**config.mk**
```make
export PLATFORM = sky130hd
export DESIGN_NAME = altcmp_pwm
export DESIGN_NICKNAME = d
export VERILOG_FILES = /design/src/rtl/altcmp_pkg.sv /design/src/rtl/altcmp_prescale.sv /design/src/rtl/altcmp_core.sv /design/src/rtl/altcmp_outflag.sv /design/src/rtl/altcmp_pwm.sv
export SDC_FILE = /design/constraint.sdc
export NUM_CORES = 1
export LEC_CHECK = 0
export BUFFER_PORTS_ARGS = -buffer_cell sky130_fd_sc_hd__clkbuf_2
export CAP_MARGIN = 20
export CORE_MARGIN = 2
export CORE_UTILIZATION = 60
export DETAILED_ROUTE_END_ITERATION = 6
export PLACE_DENSITY = 0.78
export SYNTH_ARGS = -nofsm -noshare
export SYNTH_HDL_FRONTEND = slang
export SYNTH_SLANG_ARGS = --single-unit
```
**constraint.sdc**
```tcl
create_clock -name clk -period 4.6 [get_ports clk]
set_input_delay 0.23 -clock clk [delete_from_list [all_inputs] [get_ports clk]]
set_output_delay 0.23 -clock clk [all_outputs]
set_load 0.005 [all_outputs]
```
**src/rtl/altcmp_pkg.sv**
```systemverilog
package altcmp_pkg;
  typedef enum logic [1:0] {
    OM_TOGGLE  = 2'd0,
    OM_SET     = 2'd1,
    OM_CLEAR   = 2'd2,
    OM_TOGGLE3 = 2'd3
  } outmode_e;

  localparam logic [2:0] A_CMP1 = 3'd0;
  localparam logic [2:0] A_CMP2 = 3'd1;
  localparam logic [2:0] A_PRE1 = 3'd2;
  localparam logic [2:0] A_PRE2 = 3'd3;
  localparam logic [2:0] A_CTRL = 3'd4;

  localparam int B_RUN   = 5;
  localparam int B_FORCE = 6;
  localparam int B_OEN   = 7;

  // terminal value of the prescale counter for a 2^sel divider
  function automatic int unsigned psc_mask(input int unsigned sel);
    return (32'd1 << sel) - 32'd1;
  endfunction

  // counter value after a tick: wrap on match, else step
  function automatic logic [15:0] cnt_next(input logic [15:0] c, input logic hit);
    return hit ? 16'd0 : c + 16'd1;
  endfunction
endpackage

```
**src/rtl/altcmp_prescale.sv**
```systemverilog
module altcmp_prescale #(
  parameter int PSW = 3
) (
  input  logic           clk,
  input  logic           rst_n,
  input  logic           run,
  input  logic           start,
  input  logic [PSW-1:0] sel,
  output logic           tick
);
  localparam int PCW = (2 ** PSW) - 1;

  logic [PCW-1:0] pcnt;
  logic [PCW-1:0] mask;

  assign mask = PCW'(altcmp_pkg::psc_mask(32'(sel)));
  assign tick = run && (pcnt == mask);

  always_ff @(posedge clk) begin
    if (!rst_n)              pcnt <= '0;
    else if (start || !run)  pcnt <= '0;
    else if (tick)           pcnt <= '0;
    else                     pcnt <= pcnt + PCW'(1);
  end

  AST_TICK_SPACING: assert property (@(posedge clk) disable iff (!rst_n)
    (tick && sel != '0) |=> (!tick || sel == '0));
endmodule

```
**src/rtl/altcmp_core.sv**
```systemverilog
module altcmp_core #(
  parameter int CW = 16
) (
  input  logic          clk,
  input  logic          rst_n,
  input  logic          run,
  input  logic          start,
  input  logic          tick,
  input  logic          wr_cmp1,
  input  logic          wr_cmp2,
  input  logic          wr_pre1,
  input  logic          wr_pre2,
  input  logic [CW-1:0] wdata,
  output logic          match,
  output logic          act
);
  logic [CW-1:0] cnt, cmp1, cmp2, pre1, pre2;
  logic [CW-1:0] live_cmp;
  logic          hit_lo, hit_hi;

  assign live_cmp = act ? cmp2 : cmp1;
  assign match    = tick && (cnt == live_cmp);
  assign hit_lo   = match && !act;   // compare 1 event
  assign hit_hi   = match && act;    // compare 2 event

  always_ff @(posedge clk) begin
    if (!rst_n) begin
      cnt <= '0;
      act <= 1'b0;
    end else if (start) begin
      cnt <= '0;
      act <= 1'b0;
    end else if (tick) begin
      cnt <= CW'(altcmp_pkg::cnt_next(16'(cnt), match));
      if (match) act <= ~act;
    end
  end

  always_ff @(posedge clk) begin
    if (!rst_n) begin
      cmp1 <= '0;
      cmp2 <= '0;
      pre1 <= '0;
      pre2 <= '0;
    end else begin
      if (wr_pre1) pre1 <= wdata;
      if (wr_pre2) pre2 <= wdata;
      if (wr_cmp1)     cmp1 <= wdata;
      else if (hit_hi) cmp1 <= pre1;
      if (wr_cmp2)     cmp2 <= wdata;
      else if (hit_lo) cmp2 <= pre2;
    end
  end

  AST_LOAD_HI: assert property (@(posedge clk) disable iff (!rst_n)
    (hit_lo && !wr_cmp2) |=> (cmp2 == $past(pre2)));
  AST_LOAD_LO: assert property (@(posedge clk) disable iff (!rst_n)
    (hit_hi && !wr_cmp1) |=> (cmp1 == $past(pre1)));
  AST_STOP_HOLD: assert property (@(posedge clk) disable iff (!rst_n)
    (!run && !start) |=> ($stable(cnt) && $stable(act)));
  AST_RESTART: assert property (@(posedge clk) disable iff (!rst_n)
    $rose(run) |-> (cnt == '0 && !act));
endmodule

```
**src/rtl/altcmp_outflag.sv**
```systemverilog
module altcmp_outflag (
  input  logic                 clk,
  input  logic                 rst_n,
  input  logic                 match,
  input  logic                 force_low,
  input  altcmp_pkg::outmode_e mode,
  input  logic                 oen,
  output logic                 pin
);
  logic flag;

  always_ff @(posedge clk) begin
    if (!rst_n)         flag <= 1'b0;
    else if (force_low) flag <= 1'b0;
    else if (match) begin
      case (mode)
        altcmp_pkg::OM_SET:   flag <= 1'b1;
        altcmp_pkg::OM_CLEAR: flag <= 1'b0;
        default:              flag <= ~flag;
      endcase
    end
  end

  assign pin = flag & oen;

  AST_FORCE_LOW: assert property (@(posedge clk) disable iff (!rst_n)
    force_low |=> !flag);
  AST_TOGGLE_FLIP: assert property (@(posedge clk) disable iff (!rst_n)
    (match && !force_low && (mode == altcmp_pkg::OM_TOGGLE || mode == altcmp_pkg::OM_TOGGLE3))
      |=> (flag != $past(flag)));
  AST_SET_HIGH: assert property (@(posedge clk) disable iff (!rst_n)
    (match && !force_low && mode == altcmp_pkg::OM_SET) |=> flag);
  AST_CLEAR_LOW: assert property (@(posedge clk) disable iff (!rst_n)
    (match && mode == altcmp_pkg::OM_CLEAR) |=> !flag);
endmodule

```
**src/rtl/altcmp_pwm.sv**
```systemverilog
module altcmp_pwm #(
  parameter int CW  = 16,
  parameter int PSW = 3
) (
  input  logic          clk,
  input  logic          rst_n,
  input  logic          wr_en,
  input  logic [2:0]    wr_addr,
  input  logic [CW-1:0] wr_data,
  output logic          pwm_out
);
  import altcmp_pkg::*;

  localparam int SEL_LSB = 2;

  outmode_e       mode_q;
  logic [PSW-1:0] sel_q;
  logic           run_q, oen_q;

  logic ctrl_wr, start_evt, force_evt, tick, match, act;

  assign ctrl_wr   = wr_en && (wr_addr == A_CTRL);
  assign start_evt = ctrl_wr && wr_data[B_RUN] && !run_q;
  assign force_evt = ctrl_wr && wr_data[B_FORCE] && wr_data[B_OEN];

  always_ff @(posedge clk) begin
    if (!rst_n) begin
      mode_q <= OM_TOGGLE;
      sel_q  <= '0;
      run_q  <= 1'b0;
      oen_q  <= 1'b0;
    end else if (ctrl_wr) begin
      mode_q <= outmode_e'(wr_data[1:0]);
      sel_q  <= wr_data[SEL_LSB +: PSW];
      run_q  <= wr_data[B_RUN];
      oen_q  <= wr_data[B_OEN];
    end
  end

  altcmp_prescale #(.PSW(PSW)) u_psc (
    .clk   (clk),
    .rst_n (rst_n),
    .run   (run_q),
    .start (start_evt),
    .sel   (sel_q),
    .tick  (tick)
  );

  altcmp_core #(.CW(CW)) u_core (
    .clk     (clk),
    .rst_n   (rst_n),
    .run     (run_q),
    .start   (start_evt),
    .tick    (tick),
    .wr_cmp1 (wr_en && wr_addr == A_CMP1),
    .wr_cmp2 (wr_en && wr_addr == A_CMP2),
    .wr_pre1 (wr_en && wr_addr == A_PRE1),
    .wr_pre2 (wr_en && wr_addr == A_PRE2),
    .wdata   (wr_data),
    .match   (match),
    .act     (act)
  );

  altcmp_outflag u_out (
    .clk       (clk),
    .rst_n     (rst_n),
    .match     (match),
    .force_low (force_evt),
    .mode      (mode_q),
    .oen       (oen_q),
    .pin       (pwm_out)
  );

  AST_MATCH_NEEDS_RUN: assert property (@(posedge clk) disable iff (!rst_n)
    match |-> run_q);
  AST_RESET_LOW: assert property (@(posedge clk)
    !rst_n |=> !pwm_out);
  AST_PIN_GATED: assert property (@(posedge clk) disable iff (!rst_n)
    !oen_q |-> !pwm_out);
  AST_ACT_MOVES: assert property (@(posedge clk) disable iff (!rst_n)
    (match && !start_evt) |=> (act != $past(act)));
endmodule

```
==> flow_results.xml, run 1 <==
<?xml version="1.0" encoding="UTF-8"?>
<metrics>
  <group name="worst_setup_path">
    <metric name="crit_top_cell" unit="">or4_1</metric>
    <metric name="worstPathCellList" unit="">or3_4, ha_1, nor2b_1, nor4_1, a2111oi_2, or4_1, or4_1, a21oi_1</metric>
    <metric name="critical_path_arrival" unit="ns">3.93</metric>
    <metric name="reg2reg_to" unit="">u_out.flag</metric>
    <metric name="r2r_setup_slack" unit="ns">0.97</metric>
    <metric name="r2r_start" unit="">sel_q[2]</metric>
    <metric name="critPathMaxFanout" unit="">19</metric>
    <metric name="critPathCaptureType" unit="">register</metric>
    <metric name="timing.setup.critical_path_class" unit="">reg2reg</metric>
    <metric name="cp-start-kind" unit="">register</metric>
    <metric name="required" unit="ns">4.90</metric>
    <metric name="timing.critical_path.slowest_stage_cell" unit="">or4_1</metric>
    <metric name="r2r_cells" unit="">8</metric>
    <metric name="crit_path_max_incr_delay" unit="ns">0.85</metric>
  </group>
  <group name="synth">
    <metric name="netlist_top_cells_area" unit="">dfxtp_1 41%, nand2_1 7.2%, o21ai_0 6.9%</metric>
    <metric name="muxShareOfSynthArea" unit="%">3.414</metric>
    <metric name="synth-seq-cells" unit="">96</metric>
    <metric name="synthesized_area_fraction_occupied_by_xor_and_xnor_cells" unit="%">5.228</metric>
    <metric name="synth-compound-area-share" unit="%">22.94</metric>
    <metric name="synth_top_family_by_area" unit="">compound AO/OA/AOI/OAI gates</metric>
    <metric name="synthSimpleGateAreaFrac" unit="%">22.01</metric>
    <metric name="ys.warnings.count" unit="">0</metric>
    <metric name="postSynthCellCount" unit="">573</metric>
    <metric name="synth.top_cell.area_share" unit="%">40.97</metric>
    <metric name="seq_area_frac_synth" unit="%">40.97</metric>
    <metric name="synth.largest_area_cell" unit="">dfxtp_1</metric>
    <metric name="synthesis.area" unit="um^2">4691</metric>
    <metric name="synth-adder-area-share" unit="%">1.067</metric>
    <metric name="synthesis.nets" unit="">599</metric>
    <metric name="syn_avg_cell_area" unit="um^2">8.186</metric>
    <metric name="yosys.cell_types.count" unit="">42</metric>
  </group>
  <group name="placement">
    <metric name="detailedPlacementHpwl" unit="um">7499</metric>
    <metric name="port_buffers" unit="">22</metric>
    <metric name="gpl.final_weighted_congestion" unit="">0.8818</metric>
  </group>
  <group name="flow_run">
    <metric name="max-cap-violations" unit="">0</metric>
  </group>
  <group name="cts">
    <metric name="numCtsBuffers" unit="">9</metric>
    <metric name="clk_path_buf_depth" unit="">2</metric>
    <metric name="cts.hold.buffers_added" unit="">0</metric>
    <metric name="cts_setup_buffers" unit="">0</metric>
    <metric name="clock_latency" unit="ns">0.38</metric>
    <metric name="numClockSinks" unit="">96</metric>
    <metric name="htree_levels" unit="">3</metric>
    <metric name="cts_tree" unit="">done</metric>
    <metric name="root_buffer" unit="">clkbuf_8</metric>
    <metric name="worst_setup_hold_path_clk_slew" unit="ns">0.11</metric>
    <metric name="cts_resized" unit="">0</metric>
  </group>
  <group name="drt">
    <metric name="vias_per_cell" unit="">6.299</metric>
    <metric name="detail_route.iter0.violations" unit="">319</metric>
    <metric name="wl_per_cell" unit="um">17.06</metric>
    <metric name="detail_route.first_pass.iterations" unit="">5</metric>
    <metric name="ant_nets" unit="">0</metric>
    <metric name="total_via_count_in_the_routed_design" unit="">4258</metric>
    <metric name="drc_violations_left" unit="">0</metric>
    <metric name="drt-total-wl" unit="um">11530</metric>
  </group>
  <group name="sta">
    <metric name="max-slew-margin-rel" unit="%">33.93</metric>
    <metric name="clock-skew-final" unit="ns">0.01159</metric>
    <metric name="worst_slew_pin_slew" unit="ns">0.9886</metric>
    <metric name="min_period_over_period" unit="%">78.88</metric>
    <metric name="drv_slew" unit="">0</metric>
    <metric name="post-route-min-period" unit="ns">3.628</metric>
    <metric name="fmaxAchievable" unit="MHz">275.6</metric>
    <metric name="fin_worst_hold_slack" unit="ns">0.1145</metric>
    <metric name="finalSetupViolations" unit="">0</metric>
    <metric name="finalSetupTns" unit="ns">0</metric>
    <metric name="hold_viol" unit="">0</metric>
    <metric name="grt_setup_unrepaired" unit="">no</metric>
  </group>
  <group name="final_layout">
    <metric name="ratio_of_cells_with_drive_above_1_in_the_final_layout" unit="%">9.233</metric>
    <metric name="area_of_combinational_cells_with_multiple_inputs" unit="um^2">2572</metric>
    <metric name="final_core_utilization" unit="%">65.59</metric>
    <metric name="fin_nets" unit="">595</metric>
    <metric name="nFillCells" unit="">661</metric>
    <metric name="antennaDiodeCount" unit="">0</metric>
    <metric name="area_of_all_sequential_standard_cells" unit="um^2">1922</metric>
    <metric name="area_growth" unit="%">6.935</metric>
  </group>
  <group name="global_route">
    <metric name="grt_start_max_net_pins" unit="">75</metric>
    <metric name="antenna_found_initial" unit="">0</metric>
    <metric name="grt_pass1_wl" unit="um">19120</metric>
    <metric name="global_route.overflow_total" unit="">0</metric>
    <metric name="grt_pass1_vias" unit="">3869</metric>
    <metric name="grtUsageTotal" unit="%">27.95</metric>
  </group>
  <group name="die">
    <metric name="fp.dieW" unit="um">92.42</metric>
    <metric name="floorplan.die_area" unit="um^2">8541</metric>
    <metric name="row_count" unit="">32</metric>
    <metric name="initial_core_util" unit="%">61.34</metric>
    <metric name="pin_count" unit="">23</metric>
    <metric name="die_h" unit="um">92.42</metric>
    <metric name="coreArea" unit="um^2">7647</metric>
  </group>
  <group name="power_and_ir_drop">
    <metric name="finalPower" unit="mW">1.550</metric>
    <metric name="cellPowerDensity" unit="nW/um^2">309.0</metric>
    <metric name="vdd_drop_max" unit="V">0.0002046</metric>
    <metric name="leakagePower" unit="nW">1.561</metric>
  </group>
  <group name="worst_hold_path">
    <metric name="holdCritStartpoint" unit="">wr_data[10]</metric>
    <metric name="min_delay_worst_endpoint" unit="">u_core.pre1[10]</metric>
    <metric name="min_delay_path_depth" unit="">3</metric>
    <metric name="hold_path_class" unit="">in2reg</metric>
  </group>
  <group name="outcome">
    <metric name="outcome" unit="">finished, final reports clean</metric>
  </group>
</metrics>
[worst max-delay path: cells and delay by family (launching register included)]
family	cells	cell delay [ns]
AO/OA/AOI/OAI	2	0.31
adder cells (fa/ha/maj)	1	0.30
flip-flops	1	0.44
AND/OR/NAND/NOR	5	2.49
[cell families after synthesis]
logic type,after synthesis
adder cells (fa/ha/maj),4
flip-flops,96
AND/OR/NAND/NOR,204
buffers and inverters,51
multiplexers,16
AO/OA/AOI/OAI,174
XOR/XNOR,28
[synthesized netlist by cell type]
| cell type | instances |
|---|---|
| a2111oi_2 | 1 |
| a211oi_1 | 2 |
| a21bo_2 | 2 |
| a21boi_0 | 39 |
| a21o_1 | 2 |
| a21oi_1 | 15 |
| a311o_1 | 1 |
| a31oi_1 | 32 |
| and2_1 | 1 |
| and3_1 | 7 |
| and4_1 | 4 |
| buf_1 | 1 |
| buf_2 | 5 |
| buf_6 | 1 |
| clkbuf_1 | 39 |
| clkinv_1 | 1 |
| dfxtp_1 | 96 |
| ha_1 | 4 |
| inv_1 | 4 |
| mux2i_1 | 16 |
| nand2_1 | 90 |
| nand2b_1 | 3 |
| nand3_1 | 18 |
| nand3b_1 | 3 |
| nand4_1 | 35 |
| nand4bb_1 | 1 |
| nor2_1 | 16 |
| nor2b_1 | 4 |
| nor3_1 | 2 |
| nor4_1 | 4 |
| nor4_2 | 1 |
| nor4b_1 | 1 |
| o211ai_1 | 3 |
| o21ai_0 | 65 |
| o21ai_1 | 2 |
| o31ai_1 | 10 |
| or2_2 | 1 |
| or3_1 | 1 |
| or3_4 | 1 |
| or4_1 | 11 |
| xnor2_1 | 11 |
| xor2_1 | 17 |
[flip-flops by register name, indices dropped and copies added (netlist names)]
register	cells
u_core.cmp1	16
u_core.cmp2	16
u_core.cnt	16
u_core.pre1	16
u_core.pre2	16
u_psc.pcnt	7
sel_q	3
mode_q	2
oen_q	1
run_q	1
u_core.act	1
u_out.flag	1
[per-stage QoR]
stage / cell area, um^2 / std cells / worst slack [ns]
finish: 5016 / 676 / 0.9716
global route: 5016 / 676 / 0.7559
CTS: 5001 / 675 / 0.9698
detailed placement: 4811 / 659 / 0.9977
global placement: 4811 / 659 / 1.181
floorplan: 4691 / 573 / 1.550
[layout by cell type (no fill, tap or decap), drive strengths merged, types with 4 or more instances in the layout]
master	netlist	final
nand3	18	18
o31ai	10	10
or4	11	11
a21oi	15	15
clkinv	1	5
a31oi	32	32
nand4	35	35
and4	4	4
xnor2	11	11
nand2	90	90
buf	7	9
inv	4	6
a21boi	39	39
xor2	17	17
nor4	5	5
mux2i	16	16
clkbuf	39	31
nor2b	4	4
dfxtp	96	96
o21ai	67	67
and3	7	7
nor2	16	16
ha	4	4
[routing by layer]
layer	vias up	share of wire (%)	track usage, %
met4	0	1.9	8.831
li1	2073	-	-
met3	20	5.5	6.347
met1	2037	45	37.66
met5	-	0	0
met2	128	48	44.71
[how the worst max path moves through the flow]
stage / from / to / slack (ns) / cells past startpoint
6_report: sel_q[2] / u_out.flag / 0.97 / 8
5_1_grt: sel_q[2] / u_core.cmp1[4] / 0.76 / 9
4_1_cts: sel_q[2] / u_out.flag / 0.97 / 8
3_5_place_dp: sel_q[2] / u_core.cmp2[7] / 1.0 / 9
3_3_place_gp: u_core.act / u_core.cmp1[14] / 1.18 / 7
2_1_floorplan: sel_q[2] / u_out.flag / 1.55 / 10
[area by class of cell]
type	count	share of cell area [%]
timing repair buffer	31	3.692
clock inverter	7	1.322
multi-input combinational	426	51.28
sequential	96	38.31
tap	102	2.544
inverter	5	0.3742
clock buffer	9	2.469
[report_power, final]
part	internal [mW]	switching (mW)	total, mW
sequential	0.848	0.0107	0.859
clock	0.208	0.331	0.539
combinational	0.0459	0.106	0.152
Power figures use the tool's default switching activity.
==> run 2: changes to the inputs <==
--- a/config.mk
+++ b/config.mk
@@ -8,9 +8,9 @@
 export BUFFER_PORTS_ARGS = -buffer_cell sky130_fd_sc_hd__clkbuf_2
 export CAP_MARGIN = 20
 export CORE_MARGIN = 2
-export CORE_UTILIZATION = 60
+export CORE_UTILIZATION = 55
 export DETAILED_ROUTE_END_ITERATION = 6
-export PLACE_DENSITY = 0.78
+export PLACE_DENSITY = 0.76
 export SYNTH_ARGS = -nofsm -noshare
 export SYNTH_HDL_FRONTEND = slang
 export SYNTH_SLANG_ARGS = --single-unit
==> constraint.sdc (replaced) <==
create_clock -name clk -period 3.05 [get_ports clk]
set_input_delay 0.1525 -clock clk [delete_from_list [all_inputs] [get_ports clk]]
set_output_delay 0.1525 -clock clk [all_outputs]
set_load 0.005 [all_outputs]
==> flow_results.xml, run 2 (synthesis gave the netlist of run 1 again) <==
<?xml version="1.0" encoding="UTF-8"?>
<metrics>
  <group name="placement">
    <metric name="preCtsSetupSlack" unit="ns">-0.03547</metric>
    <metric name="cell_count_after_placement" unit="">675</metric>
    <metric name="detailedPlacementHpwl" unit="um">7598</metric>
    <metric name="port_buffers" unit="">22</metric>
    <metric name="gpl.final_weighted_congestion" unit="">0.8225</metric>
  </group>
  <group name="final_layout">
    <metric name="post_layout_nonfiller_instances" unit="">691</metric>
    <metric name="area_growth" unit="%">10.32</metric>
    <metric name="antennaDiodeCount" unit="">0</metric>
    <metric name="fin_nets" unit="">607</metric>
    <metric name="final_cell_mix" unit="">96 x dfxtp_1, 90 x nand2_1, 63 x o21ai_0</metric>
    <metric name="ratio_of_cells_with_drive_above_1_in_the_final_layout" unit="%">11.60</metric>
    <metric name="layout.cells.most_common" unit="">dfxtp_1</metric>
  </group>
  <group name="worst_setup_path">
    <metric name="timing.setup.critical_path_class" unit="">reg2reg</metric>
    <metric name="critPathCaptureType" unit="">register</metric>
    <metric name="critPathMaxFanout" unit="">3</metric>
    <metric name="cp-start-kind" unit="">register</metric>
    <metric name="required" unit="ns">3.35</metric>
    <metric name="critical_path_arrival" unit="ns">3.23</metric>
  </group>
  <group name="drt">
    <metric name="total_via_count_in_the_routed_design" unit="">4288</metric>
    <metric name="detail_route.first_pass.iterations" unit="">5</metric>
    <metric name="wl_per_cell" unit="um">16.87</metric>
    <metric name="drt-total-wl" unit="um">11660</metric>
    <metric name="detail_route.iter0.violations" unit="">254</metric>
    <metric name="vias_per_cell" unit="">6.205</metric>
    <metric name="ant_nets" unit="">0</metric>
    <metric name="drc_violations_left" unit="">0</metric>
  </group>
  <group name="global_route">
    <metric name="global_route.overflow_total" unit="">0</metric>
    <metric name="grtUsageTotal" unit="%">26.30</metric>
    <metric name="grt_start_max_net_pins" unit="">44</metric>
    <metric name="antenna_found_initial" unit="">0</metric>
    <metric name="grt_pass1_wl" unit="um">19150</metric>
    <metric name="grt_pass1_vias" unit="">3957</metric>
  </group>
  <group name="cts">
    <metric name="cts_tree" unit="">done</metric>
    <metric name="clock_latency" unit="ns">0.37</metric>
    <metric name="htree_levels" unit="">3</metric>
    <metric name="worst_setup_hold_path_clk_slew" unit="ns">0.10</metric>
    <metric name="clk_path_buf_depth" unit="">2</metric>
    <metric name="cts.hold.buffers_added" unit="">0</metric>
    <metric name="numCtsBuffers" unit="">9</metric>
    <metric name="root_buffer" unit="">clkbuf_8</metric>
    <metric name="cts_setup_buffers" unit="">0</metric>
    <metric name="numClockSinks" unit="">96</metric>
  </group>
  <group name="sta">
    <metric name="hold_viol" unit="">0</metric>
    <metric name="grt_setup_unrepaired" unit="">no</metric>
    <metric name="drv_slew" unit="">0</metric>
    <metric name="min_period_over_period" unit="%">96.13</metric>
    <metric name="clock-skew-final" unit="ns">0.01465</metric>
    <metric name="finalWorstSetupSlack" unit="ns">0.1181</metric>
    <metric name="finalSetupViolations" unit="">0</metric>
    <metric name="fin_worst_hold_slack" unit="ns">0.03989</metric>
    <metric name="max-slew-margin-rel" unit="%">34.25</metric>
    <metric name="fmaxAchievable" unit="MHz">341.1</metric>
    <metric name="worst_slew_pin_slew" unit="ns">0.9839</metric>
    <metric name="post-route-min-period" unit="ns">2.932</metric>
  </group>
  <group name="die">
    <metric name="initial_core_util" unit="%">56.80</metric>
    <metric name="die_h" unit="um">96.35</metric>
    <metric name="pin_count" unit="">23</metric>
    <metric name="coreArea" unit="um^2">8258</metric>
    <metric name="row_count" unit="">33</metric>
    <metric name="fp.dieW" unit="um">96.35</metric>
    <metric name="floorplan.die_area" unit="um^2">9283</metric>
  </group>
  <group name="outcome">
    <metric name="outcome" unit="">finished, final reports clean</metric>
  </group>
  <group name="worst_hold_path">
    <metric name="hold_path_class" unit="">in2reg</metric>
  </group>
  <group name="power_and_ir_drop">
    <metric name="cellPowerDensity" unit="nW/um^2">466.0</metric>
    <metric name="vdd_drop_max" unit="V">0.0003750</metric>
    <metric name="leakagePower" unit="nW">1.631</metric>
  </group>
  <group name="flow_run">
    <metric name="max-cap-violations" unit="">0</metric>
  </group>
</metrics>
run 2: final cells by class:
type                            count  area [um^2]
Sequential cell                    96         1922
Tap cell                          105        131.4
Fill cell                         762         3083
Inverter                            5        18.77
Clock inverter                      6        76.32
Clock buffer                       10        127.6
Timing Repair Buffer               43        296.5
Multi-Input combinational cell    426         2603
run 2: per-stage QoR:
stage               total power [mW]  area (um^2)  TNS (ns)  utilization (%)
floorplan                      1.473         4691         0                -
global placement               1.558         4937         0            59.79
detailed placement             1.567         4937  -0.09175            59.79
CTS                            2.416         5150         0            62.36
global route                   2.493         5175         0            62.67
finish                         2.412         5175         0            62.67
run 2: final timing paths:
kind,start,endpoint,slack [ns],cells after the start
max reg2reg,sel_q[2],u_out.flag,0.12,8
max,sel_q[2],u_out.flag,0.12,8
min,wr_data[11],u_core.pre2[11],0.04,3
min reg2reg,oen_q,oen_q,0.47,2
run 2: power breakdown:
group | internal, mW | switching (mW) | leakage (nW)
logic | 0.0850 | 0.168 | 0.757
registers | 1.28 | 0.0137 | 0.777
clock network | 0.394 | 0.472 | 0.0969
total | 1.76 | 0.653 | 1.63
run 2: worst max-delay path: stages, from the launching register on:
cell,delay [ns]
dfxtp_1,0.33
or3_4,0.39
ha_2,0.33
xor2_1,0.16
nand3_1,0.11
a311o_1,0.33
or4_4,0.57
or4_1,0.52
a21oi_1,0.14
run 2: what timing repair did:
action | 4_1_cts | 5_1_grt
cloned | 0 | 0
endpoints found under the setup margin | 17 | 45
pin swaps | 0 | 2
resized for setup | 2 | 6
run 2: layer usage:
metal	vias up	global-route usage [%]	wire length, um
met5	-	0	0
met4	0	5.986	104
met3	11	4.150	647
met2	133	43.92	5760
met1	2048	35.84	5145
li1	2096	-	-
==> run 3: changes to the inputs <==
--- a/config.mk
+++ b/config.mk
@@ -9,8 +9,11 @@
 export CAP_MARGIN = 20
 export CORE_MARGIN = 2
 export CORE_UTILIZATION = 55
+export CTS_CLUSTER_SIZE = 40
 export DETAILED_ROUTE_END_ITERATION = 6
-export PLACE_DENSITY = 0.76
+export MAX_ROUTING_LAYER = met4
+export PLACE_DENSITY = 0.75
 export SYNTH_ARGS = -nofsm -noshare
 export SYNTH_HDL_FRONTEND = slang
+export SYNTH_HIERARCHICAL = 1
 export SYNTH_SLANG_ARGS = --single-unit
==> flow_results.xml, run 3 <==
<?xml version="1.0" encoding="UTF-8"?>
<metrics>
  <group name="power_and_ir_drop">
    <metric name="power.share.sequential" unit="%">56.1</metric>
    <metric name="clkPwrFrac" unit="%">34.9</metric>
    <metric name="leakagePower" unit="nW">1.707</metric>
    <metric name="cellPowerDensity" unit="nW/um^2">447.8</metric>
    <metric name="switchingPower" unit="mW">0.6370</metric>
    <metric name="power.share.combinational" unit="%">9.1</metric>
    <metric name="vdd_drop_max" unit="V">0.0003177</metric>
    <metric name="power_switching_share" unit="%">27.45</metric>
    <metric name="cellInternalPower" unit="mW">1.684</metric>
  </group>
  <group name="cts">
    <metric name="cts_tree" unit="">done</metric>
    <metric name="cts.hold.buffers_added" unit="">0</metric>
    <metric name="clk_path_buf_depth" unit="">2</metric>
    <metric name="numClockSinks" unit="">96</metric>
    <metric name="clock_latency" unit="ns">0.37</metric>
    <metric name="htree_levels" unit="">3</metric>
    <metric name="numCtsBuffers" unit="">9</metric>
    <metric name="root_buffer" unit="">clkbuf_8</metric>
    <metric name="worst_setup_hold_path_clk_slew" unit="ns">0.10</metric>
  </group>
  <group name="sta">
    <metric name="finalSetupTns" unit="ns">0</metric>
    <metric name="min_period_over_period" unit="%">91.62</metric>
    <metric name="grt_setup_unrepaired" unit="">no</metric>
    <metric name="drv_slew" unit="">0</metric>
    <metric name="finalSetupViolations" unit="">0</metric>
    <metric name="max-slew-margin-rel" unit="%">60.66</metric>
    <metric name="clock-skew-final" unit="ns">0.01041</metric>
    <metric name="hold_viol" unit="">0</metric>
    <metric name="worst_slew_pin_slew" unit="ns">0.5894</metric>
    <metric name="fmaxAchievable" unit="MHz">357.9</metric>
    <metric name="post-route-min-period" unit="ns">2.794</metric>
  </group>
  <group name="global_route">
    <metric name="grt_pass1_wl" unit="um">18060</metric>
    <metric name="global_route.overflow_total" unit="">0</metric>
    <metric name="grt_pass1_vias" unit="">3764</metric>
    <metric name="antenna_found_initial" unit="">0</metric>
    <metric name="grtUsageTotal" unit="%">23.67</metric>
    <metric name="grt_start_max_net_pins" unit="">62</metric>
  </group>
  <group name="synth">
    <metric name="synth_edf_count" unit="">0</metric>
    <metric name="seq_area_frac_synth" unit="%">40.17</metric>
    <metric name="yosys.cell_types.count" unit="">50</metric>
    <metric name="synthFlopType" unit="">dfxtp_1</metric>
    <metric name="netlist_top_cells_area" unit="">dfxtp_1 40%, mux2i_1 12%, o21ai_0 5.2%</metric>
    <metric name="postSynthCellCount" unit="">528</metric>
    <metric name="syn_avg_cell_area" unit="um^2">9.062</metric>
    <metric name="ys.warnings.count" unit="">6</metric>
    <metric name="synth.top_cell.area_share" unit="%">40.17</metric>
    <metric name="synth-seq-cells" unit="">96</metric>
    <metric name="synth.largest_area_cell" unit="">dfxtp_1</metric>
    <metric name="synth.most_common_cell" unit="">dfxtp_1</metric>
    <metric name="post_synth_most_frequent_cells" unit="">96 x dfxtp_1, 55 x mux2i_1, 50 x o21ai_0</metric>
    <metric name="synthesis.area" unit="um^2">4785</metric>
    <metric name="synthesis.nets" unit="">553</metric>
    <metric name="synth-async-reset-ratio" unit="%">0</metric>
  </group>
  <group name="worst_setup_path">
    <metric name="critical_path_arrival" unit="ns">3.04</metric>
    <metric name="timing.critical_path.slowest_stage_cell" unit="">dfxtp_1</metric>
    <metric name="critPathCaptureType" unit="">register</metric>
    <metric name="worst-path-buf-inv" unit="">1</metric>
    <metric name="worstPathCellList" unit="">nand3_1, o22ai_1, o211a_4, and2_4, nand2b_1, mux2_2, nor4b_2, nand4_2, buf_4, nor4_1, a211oi_1</metric>
    <metric name="timing.setup.critical_path_class" unit="">reg2reg</metric>
    <metric name="crit_path_max_incr_delay" unit="ns">0.49</metric>
    <metric name="cp-start-kind" unit="">register</metric>
    <metric name="path_delay_family" unit="">simple AND/OR/NAND/NOR gates</metric>
    <metric name="required" unit="ns">3.30</metric>
    <metric name="critPathMaxFanout" unit="">14</metric>
  </group>
  <group name="die">
    <metric name="coreArea" unit="um^2">8593</metric>
    <metric name="die_h" unit="um">97.27</metric>
    <metric name="row_count" unit="">34</metric>
    <metric name="pin_count" unit="">23</metric>
    <metric name="initial_core_util" unit="%">55.68</metric>
    <metric name="fp.dieW" unit="um">97.27</metric>
    <metric name="floorplan.die_area" unit="um^2">9461</metric>
  </group>
  <group name="placement">
    <metric name="cell_count_after_placement" unit="">634</metric>
    <metric name="gpl.final_weighted_congestion" unit="">0.8529</metric>
    <metric name="detailedPlacementHpwl" unit="um">7073</metric>
    <metric name="port_buffers" unit="">22</metric>
  </group>
  <group name="drt">
    <metric name="ant_nets" unit="">0</metric>
    <metric name="total_via_count_in_the_routed_design" unit="">3868</metric>
    <metric name="drt-total-wl" unit="um">10740</metric>
    <metric name="detail_route.first_pass.iterations" unit="">5</metric>
    <metric name="detail_route.iter0.violations" unit="">241</metric>
    <metric name="wl_per_cell" unit="um">16.50</metric>
    <metric name="drc_violations_left" unit="">0</metric>
    <metric name="vias_per_cell" unit="">5.942</metric>
  </group>
  <group name="worst_hold_path">
    <metric name="hold_path_class" unit="">in2reg</metric>
  </group>
  <group name="final_layout">
    <metric name="fin_nets" unit="">563</metric>
    <metric name="ratio_of_cells_with_drive_above_1_in_the_final_layout" unit="%">13.26</metric>
    <metric name="post_layout_nonfiller_instances" unit="">651</metric>
    <metric name="final_cell_mix" unit="">93 x dfxtp_1, 55 x mux2i_1, 50 x o21ai_0</metric>
    <metric name="area_growth" unit="%">8.316</metric>
    <metric name="layout.cells.most_common" unit="">dfxtp_1</metric>
    <metric name="antennaDiodeCount" unit="">0</metric>
  </group>
  <group name="flow_run">
    <metric name="max-cap-violations" unit="">0</metric>
  </group>
  <group name="outcome">
    <metric name="outcome" unit="">finished, final reports clean</metric>
  </group>
</metrics>
[run 3: cell types whose count changed after synthesis, sizes merged, moves of 11 or more]
cell | previous run | this run
a31oi | 32 | 1
nor2 | 16 | 38
nor2b | 4 | 34
nand2 | 90 | 27
nand4 | 35 | 8
mux2i | 16 | 55
a41oi | 0 | 15
a21boi | 39 | 0
o21ai | 67 | 50
nor4 | 5 | 17
a211oi | 2 | 19
or4 | 11 | 0
[run 3: power by group through the flow]
stage / logic, mW / clock network (mW) / registers [mW]
detailed placement: 0.207 / 0 / 1.33
finish: 0.210 / 0.809 / 1.30
global placement: 0.201 / 0 / 1.33
CTS: 0.208 / 0.829 / 1.30
global route: 0.232 / 0.877 / 1.31
floorplan: 0.151 / 0 / 1.32
[run 3: cell families after synthesis]
family,Yosys count,share of synthesized area [%]
buf+inv,49,5.073
flops,96,40.17
xor+xnor,37,6.773
compound gates,117,15.56
simple gates,170,19.90
fa+ha+maj,3,0.7846
mux,56,11.74
[run 3: cell type report]
type	instances	area, um^2
sequential	96	1926
tap	108	135.1
fill	745	3411
inverter	9	33.78
clock inverter	7	63.81
clock buffer	9	123.9
multi-input combinational	383	2650
timing repair buffer	39	250.2
[run 3: worst min-delay path, stage by stage]
cell,delay (ns)
clkbuf_2,0.11
nand2_1,0.06
mux2i_1,0.05
[run 3: worst paths after layout]
path / from / end / slack [ns] / cells past startpoint
max reg2reg: sel_q[0] / u_core/cmp2[7] / 0.26 / 11
min reg2reg: oen_q / oen_q / 0.46 / 2
max: sel_q[0] / u_core/cmp2[7] / 0.26 / 11
min: wr_data[0] / mode_q[0] / 0.05 / 3
[run 3: repair_timing]
action                                  4_1_cts  5_1_grt
endpoints found under the setup margin        0       44
resized for setup                             0        5
setup buffers                                 0        1
[run 3: metrics by stage]
step                utilization, %  instance area, um^2  hold slack, ns  setup WS (ns)  total power [mW]
detailed placement           57.91                 4976          0.4480        0.08321             1.536
global route                 60.31                 5182         0.06456       0.003260             2.415
global placement             57.91                 4976          0.4377         0.2089             1.529
floorplan                        -                 4785          0.2946         0.3022             1.474
finish                       60.31                 5182         0.05201         0.2557             2.321
CTS                          60.09                 5164         0.04347        0.05375             2.338
[run 3: layer usage]
layer | track usage (%) | share of wire [%] | up-vias
li1 | - | - | 1913
met1 | 30.45 | 46 | 1822
met2 | 36.97 | 47 | 104
met3 | 4.532 | 4.3 | 29
met4 | 9.615 | 2.4 | 0
met5 | - | 0 | -
